$ cat config.mk
export PLATFORM = sky130hd
export DESIGN_NAME = serial_bank_mapper
export DESIGN_NICKNAME = d
export VERILOG_FILES = /design/src/rtl/sbm_pkg.sv /design/src/rtl/sbm_serial_loader.sv /design/src/rtl/sbm_prg_window.sv /design/src/rtl/sbm_chr_window.sv /design/src/rtl/sbm_mirror.sv /design/src/rtl/serial_bank_mapper.sv
export SDC_FILE = /design/constraint.sdc
export NUM_CORES = 1
export LEC_CHECK = 0
export CAP_MARGIN = 25
export CORE_AREA = 2 2 77 79
export CTS_CLUSTER_SIZE = 40
export DETAILED_ROUTE_END_ITERATION = 10
export DIE_AREA = 0 0 79 81
export GPL_ROUTABILITY_DRIVEN = 1
export PLACE_DENSITY_LB_ADDON = 0.3
export RECOVER_POWER = 100
export SLEW_MARGIN = 20
export SYNTH_ARGS = -nofsm -noshare
export SYNTH_HDL_FRONTEND = slang
export SYNTH_HIERARCHICAL = 1
export SYNTH_SLANG_ARGS = --single-unit
$ cat constraint.sdc
create_clock -name clk -period 1.4 [get_ports clk]
set_input_delay 0.28 -clock clk [delete_from_list [all_inputs] [get_ports clk]]
set_output_delay 0.28 -clock clk [all_outputs]
set_load 0.02 [all_outputs]
$ cat src/rtl/sbm_pkg.sv
package sbm_pkg;
  typedef enum logic [1:0] {
    MIR_ONE_HI = 2'd0,
    MIR_ONE_LO = 2'd1,
    MIR_VERT   = 2'd2,
    MIR_HORZ   = 2'd3
  } mirror_e;

  typedef enum logic [1:0] {
    PRG_WIDE_A    = 2'd0,
    PRG_WIDE_B    = 2'd1,
    PRG_FIX_FIRST = 2'd2,
    PRG_FIX_LAST  = 2'd3
  } prg_mode_e;

  // bit 4: chr split, bits 3:2 prg mode, bits 1:0 mirroring
  typedef struct packed {
    logic      chr_split;
    prg_mode_e prg_mode;
    mirror_e   mirror;
  } ctrl_t;
endpackage

$ cat src/rtl/sbm_serial_loader.sv
module sbm_serial_loader #(
  parameter int LOAD_LEN = 5
) (
  input  logic                clk,
  input  logic                rst_n,
  input  logic                wr_stb,
  input  logic                wram_hit,
  input  logic                bit_in,
  input  logic                clr_in,
  output logic                clr_evt,
  output logic                done,
  output logic [LOAD_LEN-1:0] done_val
);
  localparam int CW = $clog2(LOAD_LEN);
  localparam logic [CW-1:0] LAST = CW'(LOAD_LEN - 1);

  logic [LOAD_LEN-1:0] shift_q, shift_d;
  logic [CW-1:0]       cnt_q, cnt_d;
  logic                act;

  assign act      = wr_stb & ~wram_hit;
  assign done_val = {bit_in, shift_q[LOAD_LEN-1:1]};

  always_comb begin
    shift_d = shift_q;
    cnt_d   = cnt_q;
    clr_evt = 1'b0;
    done    = 1'b0;
    if (act) begin
      if (clr_in) begin
        clr_evt = 1'b1;
        shift_d = '0;
        cnt_d   = '0;
      end else if (cnt_q == LAST) begin
        done    = 1'b1;
        shift_d = '0;
        cnt_d   = '0;
      end else begin
        shift_d = done_val;
        cnt_d   = cnt_q + CW'(1);
      end
    end
  end

  always_ff @(posedge clk or negedge rst_n) begin
    if (!rst_n) begin
      shift_q <= '0;
      cnt_q   <= '0;
    end else if (act) begin
      shift_q <= shift_d;
      cnt_q   <= cnt_d;
    end
  end

  // work-RAM writes leave the loader untouched
  p_wram_hold_r2: assert property (@(posedge clk) disable iff (!rst_n)
    (wr_stb && wram_hit) |=> ($stable(cnt_q) && $stable(shift_q)));

  // a clear write empties the loader
  p_clear_empty_r3: assert property (@(posedge clk) disable iff (!rst_n)
    (wr_stb && !wram_hit && clr_in) |=> (cnt_q == '0 && shift_q == '0));

  // a commit leaves the loader empty for the next value
  p_commit_empty_r4: assert property (@(posedge clk) disable iff (!rst_n)
    done |=> (cnt_q == '0));
endmodule

$ cat src/rtl/sbm_prg_window.sv
module sbm_prg_window
  import sbm_pkg::*;
#(
  parameter int PRG_BANKS = 16
) (
  input  prg_mode_e                      mode,
  input  logic [$clog2(PRG_BANKS)-1:0]   bank_reg,
  input  logic                           upper_half,
  output logic [$clog2(PRG_BANKS)-1:0]   bank_sel
);
  localparam int BW = $clog2(PRG_BANKS);
  localparam logic [BW-1:0] LAST_BANK = BW'(PRG_BANKS - 1);

  always_comb begin
    unique case (mode)
      PRG_FIX_FIRST: bank_sel = upper_half ? bank_reg : '0;
      PRG_FIX_LAST:  bank_sel = upper_half ? LAST_BANK : bank_reg;
      default:       bank_sel = {bank_reg[BW-1:1], upper_half};
    endcase
  end
endmodule

$ cat src/rtl/sbm_chr_window.sv
module sbm_chr_window #(
  parameter int CHR_BANKS = 32
) (
  input  logic                           split,
  input  logic [$clog2(CHR_BANKS)-1:0]   lo_reg,
  input  logic [$clog2(CHR_BANKS)-1:0]   hi_reg,
  input  logic                           upper_half,
  output logic [$clog2(CHR_BANKS)-1:0]   bank_sel
);
  localparam int BW = $clog2(CHR_BANKS);

  always_comb begin
    if (split) bank_sel = upper_half ? hi_reg : lo_reg;
    else       bank_sel = {lo_reg[BW-1:1], upper_half};
  end
endmodule

$ cat src/rtl/sbm_mirror.sv
module sbm_mirror
  import sbm_pkg::*;
(
  input  mirror_e mode,
  input  logic    ppu_a10,
  input  logic    ppu_a11,
  output logic    page_sel
);
  always_comb begin
    unique case (mode)
      MIR_ONE_HI: page_sel = 1'b1;
      MIR_ONE_LO: page_sel = 1'b0;
      MIR_VERT:   page_sel = ppu_a10;
      default:    page_sel = ppu_a11;
    endcase
  end
endmodule

$ cat src/rtl/serial_bank_mapper.sv
module serial_bank_mapper
  import sbm_pkg::*;
#(
  parameter int PRG_BANKS = 16,
  parameter int CHR_BANKS = 32,
  parameter int LOAD_LEN  = 5
) (
  input  logic        clk,
  input  logic        rst_n,
  input  logic [15:0] cpu_addr,
  input  logic [7:0]  cpu_data,
  input  logic        cpu_wr,
  input  logic [12:0] ppu_addr,
  output logic [17:0] prg_addr,
  output logic        wram_en,
  output logic [16:0] chr_addr,
  output logic        nt_page_sel
);
  localparam int PBW = $clog2(PRG_BANKS);
  localparam int CBW = $clog2(CHR_BANKS);
  localparam ctrl_t CTRL_RST = '{chr_split: 1'b0, prg_mode: PRG_FIX_LAST, mirror: MIR_ONE_HI};

  // reset: asynchronous assert, synchronous release
  logic [1:0] rst_sync_q;
  logic       rst_s_n;
  always_ff @(posedge clk or negedge rst_n) begin
    if (!rst_n) rst_sync_q <= 2'b00;
    else        rst_sync_q <= {rst_sync_q[0], 1'b1};
  end
  assign rst_s_n = rst_sync_q[1];

  logic data_unused;
  assign data_unused = ^cpu_data[6:1];

  logic                wram_hit;
  logic                ld_clr, ld_done;
  logic [LOAD_LEN-1:0] ld_val;
  assign wram_hit = (cpu_addr[15:13] == 3'b011);

  sbm_serial_loader #(.LOAD_LEN(LOAD_LEN)) u_loader (
    .clk      (clk),
    .rst_n    (rst_s_n),
    .wr_stb   (cpu_wr),
    .wram_hit (wram_hit),
    .bit_in   (cpu_data[0]),
    .clr_in   (cpu_data[7]),
    .clr_evt  (ld_clr),
    .done     (ld_done),
    .done_val (ld_val)
  );

  // configuration registers
  ctrl_t               ctrl_q, ctrl_d;
  logic [LOAD_LEN-1:0] chr0_q, chr0_d, chr1_q, chr1_d, prg_q, prg_d;
  logic                cfg_en;

  assign cfg_en = ld_clr | ld_done;

  always_comb begin
    ctrl_d = ctrl_q;
    chr0_d = chr0_q;
    chr1_d = chr1_q;
    prg_d  = prg_q;
    if (ld_clr) begin
      ctrl_d.prg_mode = PRG_FIX_LAST;
    end else if (ld_done && cpu_addr[15]) begin
      unique case (cpu_addr[14:13])
        2'b00:   ctrl_d = ctrl_t'(ld_val);
        2'b01:   chr0_d = ld_val;
        2'b10:   chr1_d = ld_val;
        default: prg_d  = ld_val;
      endcase
    end
  end

  always_ff @(posedge clk or negedge rst_s_n) begin
    if (!rst_s_n) begin
      ctrl_q <= CTRL_RST;
      chr0_q <= '0;
      chr1_q <= '0;
      prg_q  <= '0;
    end else if (cfg_en) begin
      ctrl_q <= ctrl_d;
      chr0_q <= chr0_d;
      chr1_q <= chr1_d;
      prg_q  <= prg_d;
    end
  end

  // translation
  logic [PBW-1:0] prg_bank;
  logic [CBW-1:0] chr_bank;

  sbm_prg_window #(.PRG_BANKS(PRG_BANKS)) u_prg (
    .mode       (ctrl_q.prg_mode),
    .bank_reg   (prg_q[PBW-1:0]),
    .upper_half (cpu_addr[14]),
    .bank_sel   (prg_bank)
  );

  sbm_chr_window #(.CHR_BANKS(CHR_BANKS)) u_chr (
    .split      (ctrl_q.chr_split),
    .lo_reg     (chr0_q[CBW-1:0]),
    .hi_reg     (chr1_q[CBW-1:0]),
    .upper_half (ppu_addr[12]),
    .bank_sel   (chr_bank)
  );

  sbm_mirror u_mir (
    .mode     (ctrl_q.mirror),
    .ppu_a10  (ppu_addr[10]),
    .ppu_a11  (ppu_addr[11]),
    .page_sel (nt_page_sel)
  );

  assign prg_addr = {prg_bank, cpu_addr[13:0]};
  assign chr_addr = {chr_bank, ppu_addr[11:0]};
  assign wram_en  = wram_hit & ~prg_q[LOAD_LEN-1];

  // clear forces last-bank-fixed mode, other control fields kept
  p_clear_mode_r3: assert property (@(posedge clk) disable iff (!rst_s_n)
    ld_clr |=> (ctrl_q.prg_mode == PRG_FIX_LAST && ctrl_q.mirror == $past(ctrl_q.mirror)
                && ctrl_q.chr_split == $past(ctrl_q.chr_split)));

  // fifth write at 0xE000-0xFFFF lands in the program bank register
  p_commit_prg_r10: assert property (@(posedge clk) disable iff (!rst_s_n)
    (ld_done && cpu_addr[15:13] == 3'b111) |=> (prg_q == $past(ld_val)));

  // a completed value below 0x8000 changes no register
  p_gap_ignore_r9: assert property (@(posedge clk) disable iff (!rst_s_n)
    (ld_done && !cpu_addr[15]) |=> ($stable(ctrl_q) && $stable(chr0_q)
                                    && $stable(chr1_q) && $stable(prg_q)));

  // in mode 3 the upper window always maps the last bank
  p_fixed_last_r7: assert property (@(posedge clk) disable iff (!rst_s_n)
    (ctrl_q.prg_mode == PRG_FIX_LAST && cpu_addr[15:14] == 2'b11)
      |-> (prg_addr[17:14] == 4'(PRG_BANKS - 1)));
endmodule

==> results <==
worst max-delay path, cell delays in order (launching register included):
cell	delay, ps
dfrtp_1	380
inv_1	100
ha_4	160
nand2_4	50
nor3_4	160
nand2_2	80
or4_4	470
mux2_4	320
where the power goes:
group	switching (mW)	internal, mW	leakage (nW)
Combinational	0.166	0.208	0.641
Sequential	0.0415	0.877	0.389
Clock	0.300	0.400	0.0455
Total	0.508	1.48	1.08
synthesized netlist by cell type:
| master | instances |
|---|---|
| a22o_1 | 4 |
| a21oi_2 | 1 |
| inv_1 | 9 |
| nand2_2 | 1 |
| nor3_1 | 4 |
| ha_1 | 2 |
| buf_6 | 1 |
| nand2b_4 | 1 |
| mux2_4 | 10 |
| dfstp_2 | 2 |
| a31oi_1 | 1 |
| o2bb2ai_1 | 1 |
| nor2_1 | 5 |
| and4bb_2 | 1 |
| nand2b_1 | 2 |
| o22ai_2 | 1 |
| o41ai_1 | 1 |
| nor3b_4 | 1 |
| nand2_1 | 6 |
| buf_2 | 1 |
| or3_1 | 1 |
| dfrtp_1 | 27 |
| o22ai_1 | 2 |
| a21oi_1 | 8 |
| nor4b_1 | 1 |
| nor3_2 | 1 |
| o21ai_0 | 1 |
| buf_4 | 27 |
| nor2b_4 | 1 |
| conb_1 | 1 |
| nand3_1 | 1 |
| or4_4 | 1 |
| nor3b_2 | 1 |
| mux2_2 | 13 |
registers in the layout, summed over array words and instances (netlist names):
| signal | count |
|---|---|
| ctrl_q | 5 |
| chr1_q | 5 |
| rst_sync_q | 2 |
| u_loader/shift_q | 4 |
| chr0_q | 5 |
| u_loader/cnt_q | 3 |
| prg_q | 5 |
cell type report:
class,count,share of cell area
multi-input combinational,74,0.362
timing repair buffer,55,0.215
clock buffer,8,0.0402
tap,75,0.0419
inverter,9,0.0151
sequential,29,0.325
final timing paths:
| kind | start | endpoint | slack, ps | depth (start not counted) |
|---|---|---|---|---|
| worst max-delay path | u_loader/cnt_q[1] | ctrl_q[4] | -430 | 7 |
| worst min-delay path | rst_sync_q[1] | prg_q[4] | 180 | 0 |
| worst max register to register | u_loader/cnt_q[1] | ctrl_q[4] | -430 | 7 |
| worst min register to register | rst_sync_q[1] | prg_q[4] | 180 | 0 |
| max in group asynchronous | rst_sync_q[1] | chr1_q[0] | 440 | 1 |
| min in group clk | rst_sync_q[0] | rst_sync_q[1] | 350 | 0 |
what timing repair did:
item,4_1_cts,5_1_grt
resized for setup,83,23
setup endpoints to repair,39,33
buffers inserted,4,5
pin swaps,6,4
cells in the final DEF, fill, tap and decap left out, types with 3 or more instances in the layout:
master / synthesis / routed
dfrtp_1: 27 / 27
buf_4: 27 / 27
mux2_4: 10 / 22
buf_6: 1 / 13
inv_1: 9 / 8
a21oi_1: 8 / 7
clkbuf_8: 0 / 6
dlygate4sd2_1: 0 / 6
a22o_1: 4 / 4
nor2_1: 5 / 3
clkdlybuf4s50_1: 0 / 3
nand2_1: 6 / 3
o22ai_2: 1 / 3
layer usage:
metal,GRT usage,routed length [microns],part of all wire,vias to the layer above
li1,-,-,-,526
met1,0.127,1420,0.42,522
met2,0.195,1700,0.51,33
met3,0.0400,209,0.062,8
met4,0.0500,38,0.011,0
met5,0,0,0,-
stage by stage:
step           instances  setup TNS [ps]  power (mW)
2_1_floorplan        141           -5550        1.18
3_3_place_gp         233          -26310        1.24
3_5_place_dp         233          -27280        1.26
4_1_cts              245           -8080        1.97
5_1_grt              250          -10660        2.09
6_report             250           -8170        1.99
cell families after synthesis:
kind of cell             synth area share
flip-flops                          0.445
AND/OR/NAND/NOR                     0.118
other                             0.00229
AO/OA/AOI/OAI                      0.0841
adder cells (fa/ha/maj)            0.0153
buffers and inverters               0.154
multiplexers                        0.181
==> metrics.md <==
| Metric | Value |
|---|---|
| Status | finished with violations |
| Failing checks | setup timing |
| Multi-input gate area | 811 sq um |
| CP Launch Type | flop |
| Fin. Hold Viols | 0 |
| FF+latch area | 728 sq um |
| RSZ-0062 raised after global routing | yes |
| Critical path class | flop to flop |
| Fin. max-slew vios | 0 |
| Clock Skews | 5.51 ps |
| Crit path capture type | flop |
| Synth top area cells | dfrtp_1, buf_4, mux2_4 |
| Via count | 1089 |
| Placed Area | 1970 sq um |
| Dpl hpwl | 2400 microns |
| Vias in the first global route | 1175 |
| Netlist cell types | 34 |
| Core area | 5680 sq um |
| Routed Antenna Nets | 0 |
| Seq/Total Area, Yosys | 0.445 |
| Post-synth net total | 183 |
| CTS Buffer Depth | 2 |
| Cts hold-fix bufs | 0 |
| DRC Markers | 0 |
| I/O Pins | 77 |
| Nets | 216 |
| CTS clk-pin slew, worst paths | 60 ps |
| Synth-to-layout area growth | 36.8% |
| GPL Wtd Cong | 0.721 |
| Mapped Area | 1640 sq um |
| Share of the synthesized area in the top cell type | 0.413 |
| Setup ws final | -434 ps |
| Post-layout util | 0.394 |
| Clock sink count | 29 |
| Yosys warnings | 6 |
| Syn_area_per_cell | 11.6 sq um |
| # setup viols final | 30 |
| Max FO, Critical Path | 3 |
| CP Data Arrival Time | 1990 ps |
| WL/cell | 13.5 microns |
| Initial Util | 0.288 |
| Initial antenna violation count | 0 |
| Area leader, netlist | dfrtp_1 |
| Setup WS pre-CTS | -933 ps |
| Die area | 6400 sq um |
| Pwr dens | 890 nW/um^2 |
| Fin area | 2240 sq um |
| GRT Total Usage | 0.113 |
| Largest net degree at the start of global routing | 19 |
| First-pass iteration count of the detailed router | 4 |
| FF+latch count, synth | 29 |
| H-tree depth | 2 |
| Die H | 81 microns |
| Peak VDD IR | 0.551 mV |
| Hold slack | 176 ps |
| Maxcap violations | 0 |
| Final cycle utilization of the critical path | 1.31 |
| Global-route wire length before repair | 5620 microns |
| Min-delay worst type | flop to async pin |
| CTS Buf Count | 5 |
| N_diodes | 0 |
| Row count | 28 |
| LEAKAGE | 1.08 nW |
| Routed WL | 3370 microns |
| GR Overflow Total | 0 |
| Post-Syn Instances | 141 |
| Fillers | 559 |
| Min Tclk post-route | 1830 ps |
| Clock latency on the worst-skew pair | 280 ps |
| Critical path data required time | 1550 ps |
| Die Width | 79 microns |
| Max Fclk | 0.545 GHz |
| IO Port Bufs | 24 |
| Ratio of cells with drive above 1 in the final layout | 0.566 |
| Initial drt markers | 16 |
| Clk root buf | clkbuf_8 |
| Vias per cell | 4.36 |
| CTS tree | done |
Note: power is estimated with default switching activity, not from simulation.
